**config.mk**
```make
export PLATFORM = sky130hd
export DESIGN_NAME = warp_issue_buf
export DESIGN_NICKNAME = d
export VERILOG_FILES = /design/src/rtl/wib_pkg.sv /design/src/rtl/wib_scoreboard.sv /design/src/rtl/wib_hazard.sv /design/src/rtl/warp_issue_buf.sv
export SDC_FILE = /design/constraint.sdc
export NUM_CORES = 1
export LEC_CHECK = 0
export BUFFER_PORTS_ARGS = -buffer_cell sky130_fd_sc_hd__buf_4
export CAP_MARGIN = 20
export CORE_ASPECT_RATIO = 0.75
export CORE_MARGIN = 2
export CORE_UTILIZATION = 50
export DETAILED_ROUTE_END_ITERATION = 6
export PLACE_DENSITY_LB_ADDON = 0.15
export SETUP_SLACK_MARGIN = 0.5
export SYNTH_ARGS = -nofsm -noshare
export SYNTH_HDL_FRONTEND = slang
export SYNTH_SLANG_ARGS = --single-unit
```
**constraint.sdc**
```tcl
create_clock -name clk_i -period 7 [get_ports clk_i]
set_input_delay 0.7 -clock clk_i [delete_from_list [all_inputs] [get_ports clk_i]]
set_output_delay 0.7 -clock clk_i [all_outputs]
set_load 0.01 [all_outputs]
```
**src/rtl/wib_pkg.sv**
```systemverilog
package wib_pkg;
  localparam int unsigned WIB_REG_W = 5;
  localparam int unsigned WIB_OP_W  = 8;

  typedef struct packed {
    logic [WIB_OP_W-1:0]  op;
    logic [WIB_REG_W-1:0] dst;
    logic [WIB_REG_W-1:0] src0;
    logic                 src0_en;
    logic [WIB_REG_W-1:0] src1;
    logic                 src1_en;
  } wib_instr_t;
endpackage

```
**src/rtl/wib_scoreboard.sv**
```systemverilog
module wib_scoreboard
  import wib_pkg::*;
#(
  parameter int unsigned SLOTS = 4
) (
  input  logic                              clk_i,
  input  logic                              rst_ni,
  input  logic                              clr_valid_i,
  input  logic [WIB_REG_W-1:0]              clr_reg_i,
  input  logic                              set_valid_i,
  input  logic [WIB_REG_W-1:0]              set_reg_i,
  output logic [SLOTS-1:0]                  pend_valid_o,
  output logic [SLOTS-1:0][WIB_REG_W-1:0]   pend_reg_o,
  output logic                              has_free_o
);
  logic [SLOTS-1:0] valid_q, keep;
  logic [SLOTS-1:0][WIB_REG_W-1:0] reg_q;
  logic [SLOTS-1:0] free_oh;

  // clear is applied before the free-slot search
  always_comb begin
    for (int i = 0; i < SLOTS; i++)
      keep[i] = valid_q[i] && !(clr_valid_i && reg_q[i] == clr_reg_i);
  end

  always_comb begin
    logic found;
    found   = 1'b0;
    free_oh = '0;
    for (int i = 0; i < SLOTS; i++) begin
      if (!keep[i] && !found) begin
        free_oh[i] = 1'b1;
        found      = 1'b1;
      end
    end
  end

  assign has_free_o = |free_oh;

  always_ff @(posedge clk_i or negedge rst_ni) begin
    if (!rst_ni) begin
      valid_q <= '0;
      reg_q   <= '0;
    end else begin
      for (int i = 0; i < SLOTS; i++) begin
        if (set_valid_i && free_oh[i]) begin
          valid_q[i] <= 1'b1;
          reg_q[i]   <= set_reg_i;
        end else begin
          valid_q[i] <= keep[i];
        end
      end
    end
  end

  assign pend_valid_o = valid_q;
  assign pend_reg_o   = reg_q;
endmodule

```
**src/rtl/wib_hazard.sv**
```systemverilog
module wib_hazard
  import wib_pkg::*;
#(
  parameter int unsigned SLOTS = 4
) (
  input  wib_instr_t                        instr_i,
  input  logic [SLOTS-1:0]                  pend_valid_i,
  input  logic [SLOTS-1:0][WIB_REG_W-1:0]   pend_reg_i,
  output logic                              hit_o
);
  logic [SLOTS-1:0] slot_hit;

  for (genvar s = 0; s < SLOTS; s++) begin : g_slot
    assign slot_hit[s] = pend_valid_i[s] &&
                         ((instr_i.dst == pend_reg_i[s]) ||
                          (instr_i.src0_en && instr_i.src0 == pend_reg_i[s]) ||
                          (instr_i.src1_en && instr_i.src1 == pend_reg_i[s]));
  end

  assign hit_o = |slot_hit;
endmodule

```
**src/rtl/warp_issue_buf.sv**
```systemverilog
module warp_issue_buf
  import wib_pkg::*;
#(
  parameter int unsigned DEPTH    = 4,
  parameter int unsigned SB_SLOTS = 4
) (
  input  logic                 clk_i,
  input  logic                 rst_ni,
  input  logic                 fetch_valid_i,
  output logic                 fetch_ready_o,
  input  logic [WIB_OP_W-1:0]  fetch_op_i,
  input  logic [WIB_REG_W-1:0] fetch_dst_i,
  input  logic [WIB_REG_W-1:0] fetch_src0_i,
  input  logic                 fetch_src0_en_i,
  input  logic [WIB_REG_W-1:0] fetch_src1_i,
  input  logic                 fetch_src1_en_i,
  output logic                 issue_valid_o,
  input  logic                 issue_ready_i,
  output logic [WIB_OP_W-1:0]  issue_op_o,
  output logic [WIB_REG_W-1:0] issue_dst_o,
  output logic [WIB_REG_W-1:0] issue_src0_o,
  output logic                 issue_src0_en_o,
  output logic [WIB_REG_W-1:0] issue_src1_o,
  output logic                 issue_src1_en_o,
  input  logic                 wb_valid_i,
  input  logic [WIB_REG_W-1:0] wb_reg_i
);
  localparam int unsigned IDX_W = (DEPTH > 1) ? $clog2(DEPTH) : 1;
  localparam int unsigned CNT_W = $clog2(DEPTH + 1);

  wib_instr_t buf_q [DEPTH];
  wib_instr_t buf_n [DEPTH];
  wib_instr_t new_instr, sel_instr;
  logic [CNT_W-1:0] cnt_q, cnt_n, cnt_after;

  logic [SB_SLOTS-1:0]                pend_valid;
  logic [SB_SLOTS-1:0][WIB_REG_W-1:0] pend_reg;
  logic                               sb_has_free;

  logic [DEPTH-1:0] hit, elig;
  logic [IDX_W-1:0] sel;
  logic             any_elig, issue_fire, fetch_fire;

  for (genvar g = 0; g < DEPTH; g++) begin : g_entry
    wib_hazard #(.SLOTS(SB_SLOTS)) u_hz (
      .instr_i     (buf_q[g]),
      .pend_valid_i(pend_valid),
      .pend_reg_i  (pend_reg),
      .hit_o       (hit[g])
    );
    assign elig[g] = (CNT_W'(g) < cnt_q) && !hit[g];
  end

  // lowest index is oldest
  always_comb begin
    sel      = '0;
    any_elig = 1'b0;
    for (int i = DEPTH - 1; i >= 0; i--) begin
      if (elig[i]) begin
        sel      = IDX_W'(i);
        any_elig = 1'b1;
      end
    end
  end

  assign sel_instr     = buf_q[sel];
  assign issue_valid_o = any_elig && sb_has_free;
  assign issue_fire    = issue_valid_o && issue_ready_i;
  assign fetch_ready_o = cnt_q != CNT_W'(DEPTH);
  assign fetch_fire    = fetch_valid_i && fetch_ready_o;

  assign issue_op_o      = sel_instr.op;
  assign issue_dst_o     = sel_instr.dst;
  assign issue_src0_o    = sel_instr.src0;
  assign issue_src0_en_o = sel_instr.src0_en;
  assign issue_src1_o    = sel_instr.src1;
  assign issue_src1_en_o = sel_instr.src1_en;

  assign new_instr = '{op: fetch_op_i, dst: fetch_dst_i,
                       src0: fetch_src0_i, src0_en: fetch_src0_en_i,
                       src1: fetch_src1_i, src1_en: fetch_src1_en_i};

  // collapse the issued slot, then append at the tail
  always_comb begin
    for (int i = 0; i < DEPTH; i++) buf_n[i] = buf_q[i];
    cnt_after = cnt_q - CNT_W'(issue_fire);
    if (issue_fire) begin
      for (int i = 0; i < DEPTH - 1; i++)
        if (IDX_W'(i) >= sel) buf_n[i] = buf_q[i+1];
    end
    if (fetch_fire) buf_n[cnt_after[IDX_W-1:0]] = new_instr;
    cnt_n = cnt_after + CNT_W'(fetch_fire);
  end

  always_ff @(posedge clk_i or negedge rst_ni) begin
    if (!rst_ni) begin
      cnt_q <= '0;
      for (int i = 0; i < DEPTH; i++) buf_q[i] <= '0;
    end else begin
      cnt_q <= cnt_n;
      for (int i = 0; i < DEPTH; i++) buf_q[i] <= buf_n[i];
    end
  end

  wib_scoreboard #(.SLOTS(SB_SLOTS)) u_sb (
    .clk_i       (clk_i),
    .rst_ni      (rst_ni),
    .clr_valid_i (wb_valid_i),
    .clr_reg_i   (wb_reg_i),
    .set_valid_i (issue_fire),
    .set_reg_i   (sel_instr.dst),
    .pend_valid_o(pend_valid),
    .pend_reg_o  (pend_reg),
    .has_free_o  (sb_has_free)
  );
endmodule

```
---- Word level (Yosys, flattened, before mapping) ----
Cells that the tools add are included.
operators by class
  add/sub/neg operators ................... 2
  order comparisons ....................... 10
  eq/ne operators ......................... 53
  multiplexer cells ....................... 29
  bitwise operators ....................... 2
  reductions and logical operators ........ 121
operators by type and width
  operator              number
  $eq A5 B5 Y1          52
  $mux W25              6
  $bwmux W100           1
  $mux W100             1
  $mux W75              1
  $logic_and A1 B1 Y1   71
  $bmux W25 S2          1
  $demux W25 S2         1
  $logic_or A1 B1 Y1    32
  $reduce_or A4 Y1      5
  $mux W1               14
  $logic_not A1 Y1      13
  $mux W2               4
  $ge A3 B3 Y1 const B  2
  $lt A1 B3 Y1 const A  2
  $lt A2 B3 Y1 const A  2
  $not A2 Y3            2
  $ge A1 B2 Y1 const A  2
  $add A3 B1 Y3         1
  $lt A3 B1 Y1 const B  1
  $ne A3 B3 Y1 const B  1
  $sub A3 B1 Y3         1
  $ge A2 B2 Y1 const A  1
word-level totals
  flip-flop bits (word level) ............. 127
  input port bits ......................... 35
  output and inout port bits .............. 27
  logic and storage cells ................. 247

---- Logic depth before layout (Yosys ltp) ----
Gate-level depths: netlist of the first run.
  depth in word-level cells ............... 24
  mapped depth ............................ 18
  gate-level depth less buffers ........... 14

---- Hierarchy ----
From an unflattened synthesis of the first run, not the netlist that was laid out.
second synthesis, totals
  cell total of the unflattened synthesis .. 1034
  area total of the unflattened synthesis .. 9686.8 µm²
by module, submodules not included
  module          instances  cells each  area an instance (µm²)  sequential area each (µm²)
  warp_issue_buf  1          590         5693.0                  2577.5
  wib_hazard      4          88          695.7                   0.0
  wib_scoreboard  1          92          1211.2                  600.6

---- Least setup slack after synthesis of the first run ----
Ideal clock, no wire load.
  path type ............................... input port to flip-flop
  start point ............................. input wb_reg_i[3]
  end point ............................... register (tool-made name)
  library setup time ...................... 125 ps
  arrival ................................. 3877 ps
  data required time ...................... 6875 ps
  slack ................................... 2998 ps
  stages on the path ...................... 15
  buffers on the path ..................... 3
  cells stage by stage .................... clkbuf_1 xnor2_1 nand4_1 o21ai_1 or3_1 o21ai_2 o21bai_1 inv_1 ha_1 ha_1 inv_1 and3_1 clkbuf_1 buf_1 mux2_2
RTL lines
  what                line                  source
  start: declaration  warp_issue_buf.sv:26  input logic [WIB_REG_W-1:0] wb_reg_i

==> impl_metrics.toml, run 1 <==
[status]
status = "finished, final reports clean"

[synthesis]
synth-seq-area-share_pct = 31.7
syn-num-nets = 1148
syn_inst = 1109
synth_largest_area_cell = "dfrtp_1"
yosys_most_used_dff = "dfrtp_1"
synth_edf_count = 0
ys_ff_latch = 127
yosysWarnings = 0
synth.top_cell.area_share_pct = 31.7
synthTopCellsByCount = "xor2_1 (159), dfrtp_1 (127), xnor2_1 (103)"
synth_cell_types = 49
synth.area.top_cells = "dfrtp_1 (32%), xor2_1 (14%), xnor2_1 (9.0%)"
synth.cell_area_sq_um = 10000
yosysMostFrequentCell = "xor2_1"
syn_avg_cell_area_sq_um = 9.05
ys_async_sr_fraction_pct = 100

[die]
die_w_microns = 168
ios = 62
die_h_microns = 127
initial_core_util_pct = 51.5
rows = 44
dieArea_sq_um = 21200
coreArea_sq_um = 19500

[global_route]
grt_pass1_vias = 7697
grt-ovfl-total = 0
antenna_found_initial = 0
grt_pass1_wl_microns = 48000
grt_max_degree = 71
track_usage_pct = 30.1

[worst_setup_path]
crit_chain = "xor2_1 > nor4_1 > nand4_1 > nand3_1 > or4_1 > o21ai_2 > o21bai_1 > inv_1 > ha_1 > ha_1 > inv_1 > and3_1 > buf_4 > mux2_2"
critPathSlowestCell = "dfrtp_1"
critPathBufInv = 3
path_class = "register to register"
end_kind = "register"
worstSetupStartpointType = "register"
cp_top_family = "simple AND/OR/NAND/NOR gates"
reg2reg_setup_slack_ps = 1980
cp.arrival_ps = 5340
cp.required_ps = 7320
r2r_start = "u_sb.pend_reg_o[19]$_DFFE_PN0P_"
critPathMaxFanout = 17
critPathMaxStageDelay_ps = 1080
worstRegToRegCells = 14

[timing]
setup_viol = 0
tns_ps = 0
fin_crit_sh_pct = 71.8
fin_worst_skew_ps = 16.8
period_needed_ps = 5020
rsz0062_at_grt = "no"
worst_pin_slew_ps = 1110
max_freq_ghz = 0.199
slew_headroom_pct = 25.8
drv_slew = 0
hold_viol = 0

[drt]
first_pass_iters = 6
drt-total-wl_microns = 31100
ant_nets = 0
initialDrtViolationCount = 835
post_drt_wl_per_cell_microns = 23.6
vias_per_cell = 6.09
drc = 0
vias = 8034

[final_layout]
drive_gt1_share_pct = 13.5
nNetsFinal = 1092
synthToLayoutAreaGrowth_pct = 6.58
diodes = 0

[clock_tree]
cts.clk_slew.worst_paths_ps = 70
postCtsSetupBuffers = 0
cts.sinks = 127
cts_made_buffers = 17
hold_buffers = 0
cts.path.max_buffers = 2
cts_root_buf = "clkbuf_16"
insertion_delay_ps = 440
cts_tree = "built"
cts_resized = 0
htreeDepth = 4

[place]
io_buffers = 61
place.gp.congestion = 1.01
dp_hpwl_microns = 20300

[job]
maxCapViolCount = 0

[hold_path]
min_path_type = "input pin to async pin"
cell usage in the layout, fill, tap and decap left out, types with 2 or more instances in the layout:
master and n:
nand3_2 3, buf_16 2, nor2_1 102, nor3_1 2, ha_1 4, a21oi_1 82
nand2_1 20, a211oi_1 20, o2111ai_1 3, o21ai_2 3, clkbuf_16 17, or2_1 2
nand3_1 23, nand4_1 40, mux2_2 25, nor2b_1 20, a22o_1 5, xor2_1 159
inv_6 6, o21ai_1 13, bufinv_16 3, xnor2_1 103, o21ai_0 5, clkinv_4 2
buf_12 2, mux2i_1 85, buf_4 70, dfrtp_1 127, or3_1 2, or4_1 2
nor4_1 42, o22ai_1 21, inv_1 26, o221ai_1 5
routing by layer:
metal  share of wire [%]  vias to the layer above  global-route usage [%]
met5                   0                        -                       0
met4                 1.7                        0                    9.57
met3                  10                       47                    6.77
met2                  42                      430                    43.4
met1                  46                     3908                    44.6
li1                    -                     3649                       -
worst max path at each step:
stage / start / end / depth (start not counted)
final: u_sb.pend_reg_o[19]$_DFFE_PN0P_ / register / 14
after CTS: u_sb.pend_reg_o[19]$_DFFE_PN0P_ / buf_q[34]$_DFF_PN0_ / 14
after global routing: u_sb.pend_reg_o[19]$_DFFE_PN0P_ / register / 14
after floorplan: wb_reg_i[3] / register / 15
after detailed placement: u_sb.pend_reg_o[19]$_DFFE_PN0P_ / buf_q[44]$_DFF_PN0_ / 14
after global placement: u_sb.pend_reg_o[19]$_DFFE_PN0P_ / buf_q[35]$_DFF_PN0_ / 14
cell type report:
class	instances	area (sq um)
Fill cell	1780	8790
Timing Repair Buffer	75	632
Tap cell	253	317
Sequential cell	127	3180
Multi-Input combinational cell	806	5850
Inverter	26	97.6
Clock inverter	15	200
Clock buffer	17	425
through the flow:
step	hold slack (ps)	std cells	area [sq um]	setup slack (ps)	util (%)
after floorplan	404	1109	10000	3000	-
after global placement	521	1283	9970	2250	51.2
after detailed placement	524	1283	9970	2160	51.2
after CTS	243	1315	10600	2100	54.4
after global routing	263	1319	10700	1800	54.9
final	214	1319	10700	1980	54.9
logic make-up (layout without fill, tap and decap cells):
family                     after synthesis  count (layout)  share of synthesized area [%]
xor gates and xnor gates               262             262                           22.9
AOI/OAI and AO/OA                      166             166                           10.1
adders and majority gates                4               4                          0.499
DFF                                    127             127                           31.7
and+or+nand+nor                        264             264                           13.3
buffers and inverters                  176             133                           10.3
muxes                                  110             110                           11.3
Power of run 1 is left out: the tool's default activity adds up to more than one toggle a clock period on the data nets, which glitch-free logic cannot reach.
==> run 2: changes to the inputs <==
==> constraint.sdc (replaced) <==
create_clock -name clk_i -period 4.4 [get_ports clk_i]
set_input_delay 0.44 -clock clk_i [delete_from_list [all_inputs] [get_ports clk_i]]
set_output_delay 0.44 -clock clk_i [all_outputs]
set_load 0.01 [all_outputs]
==> impl_metrics.toml, run 2 (synthesized netlist as in run 1, its figures left out) <==
[drt]
drt-total-wl_microns = 31100
vias = 8057
vias_per_cell = 5.95
drc = 0
post_drt_wl_per_cell_microns = 23.0
ant_nets = 0
first_pass_iters = 5
initialDrtViolationCount = 868

[final_layout]
synthToLayoutAreaGrowth_pct = 10.1
drive_gt1_share_pct = 17.9
postLayoutCoreUtil_pct = 56.7
diodes = 0
multiInputGateArea_sq_um = 5900
nNetsFinal = 1126
fillers = 1737
regArea_sq_um = 3190
final_common_cell = "xor2_1"
final_cell_mix = "xor2_1 (159), dfrtp_1 (120), xnor2_1 (103)"

[timing]
drv_slew = 0
max_freq_ghz = 0.262
setup_viol = 0
fin_crit_sh_pct = 86.7
worst_pin_slew_ps = 889
whs_ps = 82.2
period_needed_ps = 3820
rsz0062_at_grt = "yes"
tns_ps = 0
slew_headroom_pct = 40.7
hold_viol = 0
fin_worst_skew_ps = 17.9

[worst_setup_path]
critPathMaxFanout = 25
cp.required_ps = 4720
critPathSlowestCell = "dfrtp_4"
crit_chain = "buf_4 > xor2_1 > nor4_1 > nand3_1 > nand4_1 > nor4_1 > or2_4 > o21bai_2 > inv_1 > ha_1 > ha_1 > inv_1 > and3_1 > buf_12 > mux2_2"
path_class = "register to register"
cp_top_family = "simple AND/OR/NAND/NOR gates"
worstSetupStartpointType = "register"
end_kind = "register"
critPathMaxStageDelay_ps = 600
cp.arrival_ps = 4130
startpoint = "u_sb.pend_reg_o[17]$_DFFE_PN0P_"
r2r_start = "u_sb.pend_reg_o[17]$_DFFE_PN0P_"
critPathBufInv = 4

[die]
die_h_microns = 127
initial_core_util_pct = 51.5
ios = 62
dieArea_sq_um = 21200
coreArea_sq_um = 19500
rows = 44
die_w_microns = 168

[clock_tree]
cts_made_buffers = 17
htreeDepth = 4
cts_tree = "built"
cts_root_buf = "clkbuf_16"
cts.sinks = 127
insertion_delay_ps = 450
cts.path.max_buffers = 2
cts.clk_slew.worst_paths_ps = 70
hold_buffers = 0

[place]
dp_hpwl_microns = 20500
io_buffers = 61
place.gp.congestion = 0.989

[global_route]
antenna_found_initial = 0
grt_max_degree = 94
track_usage_pct = 29.8
grt_pass1_wl_microns = 47500
grt-ovfl-total = 0
grt_pass1_vias = 7507

[status]
status = "finished, final reports clean"

[job]
maxCapViolCount = 0

[hold_path]
min_path_type = "input pin to async pin"
## run 2: cell count changes in the layout (fill, tap and decap cells not counted), moves of 2 or more
cell / before / now
buf_4: 70 / 98
dfrtp_1: 127 / 120
dfrtp_2: 0 / 5
a22o_1: 5 / 1
a22o_2: 0 / 4
buf_12: 2 / 6
buf_6: 1 / 4
a211oi_1: 20 / 18
a211oi_2: 0 / 2
buf_16: 2 / 0
dfrtp_4: 0 / 2
## run 2: final timing paths
kind	cells after the start	endpoint	slack [ps]
setup / recovery	15	register	580
hold / removal	1	u_sb.pend_reg_o[17]$_DFFE_PN0P_	80
setup reg to reg	15	register	580
hold reg to reg	2	u_sb.pend_reg_o[4]$_DFFE_PN0P_	490
max in group asynchronous	2	async pin	3260
min in group clk_i	2	register	260
## run 2: final cells by class
| cell class | instances | share of cell area [%] |
|---|---|---|
| Clock buffer | 18 | 3.97 |
| Multi-Input combinational cell | 806 | 53.4 |
| Timing Repair Buffer | 109 | 8.29 |
| Inverter | 26 | 0.883 |
| Clock inverter | 14 | 1.73 |
| Tap cell | 253 | 2.86 |
| Sequential cell | 127 | 28.9 |
## run 2: metrics by stage
step,setup slack (ps),instances,instance area [sq um]
final,585,1353,11100
after global routing,483,1353,11100
after CTS,502,1345,10900
after detailed placement,220,1313,10300
after global placement,286,1313,10300
after floorplan,611,1109,10000
## run 2: what timing repair did
action / 4_1_cts / 5_1_grt
gates resized for setup: 10 / 18
setup buffers: 0 / 8
pin swaps: 0 / 3
endpoints found under the setup margin: 51 / 50
## run 2: worst register-to-register path, cell delays in order (launching register included)
cell	delay, ps
dfrtp_4	600
buf_4	190
xor2_1	150
nor4_1	350
nand3_1	160
nand4_1	140
nor4_1	80
or2_4	280
o21bai_2	180
inv_1	100
ha_1	190
ha_1	320
inv_1	120
and3_1	220
buf_12	210
mux2_2	380
## run 2: per-layer routing
layer / wire length [microns] / part of all wire [%] / track usage (%) / vias up
met2: 13000 / 42 / 42.3 / 369
met1: 14500 / 47 / 44.9 / 3913
li1: - / - / - / 3723
met4: 750 / 2.4 / 9.10 / 0
met5: 0 / 0 / 0 / -
met3: 2770 / 8.9 / 6.68 / 52
Power of run 2 is left out for the same reason.
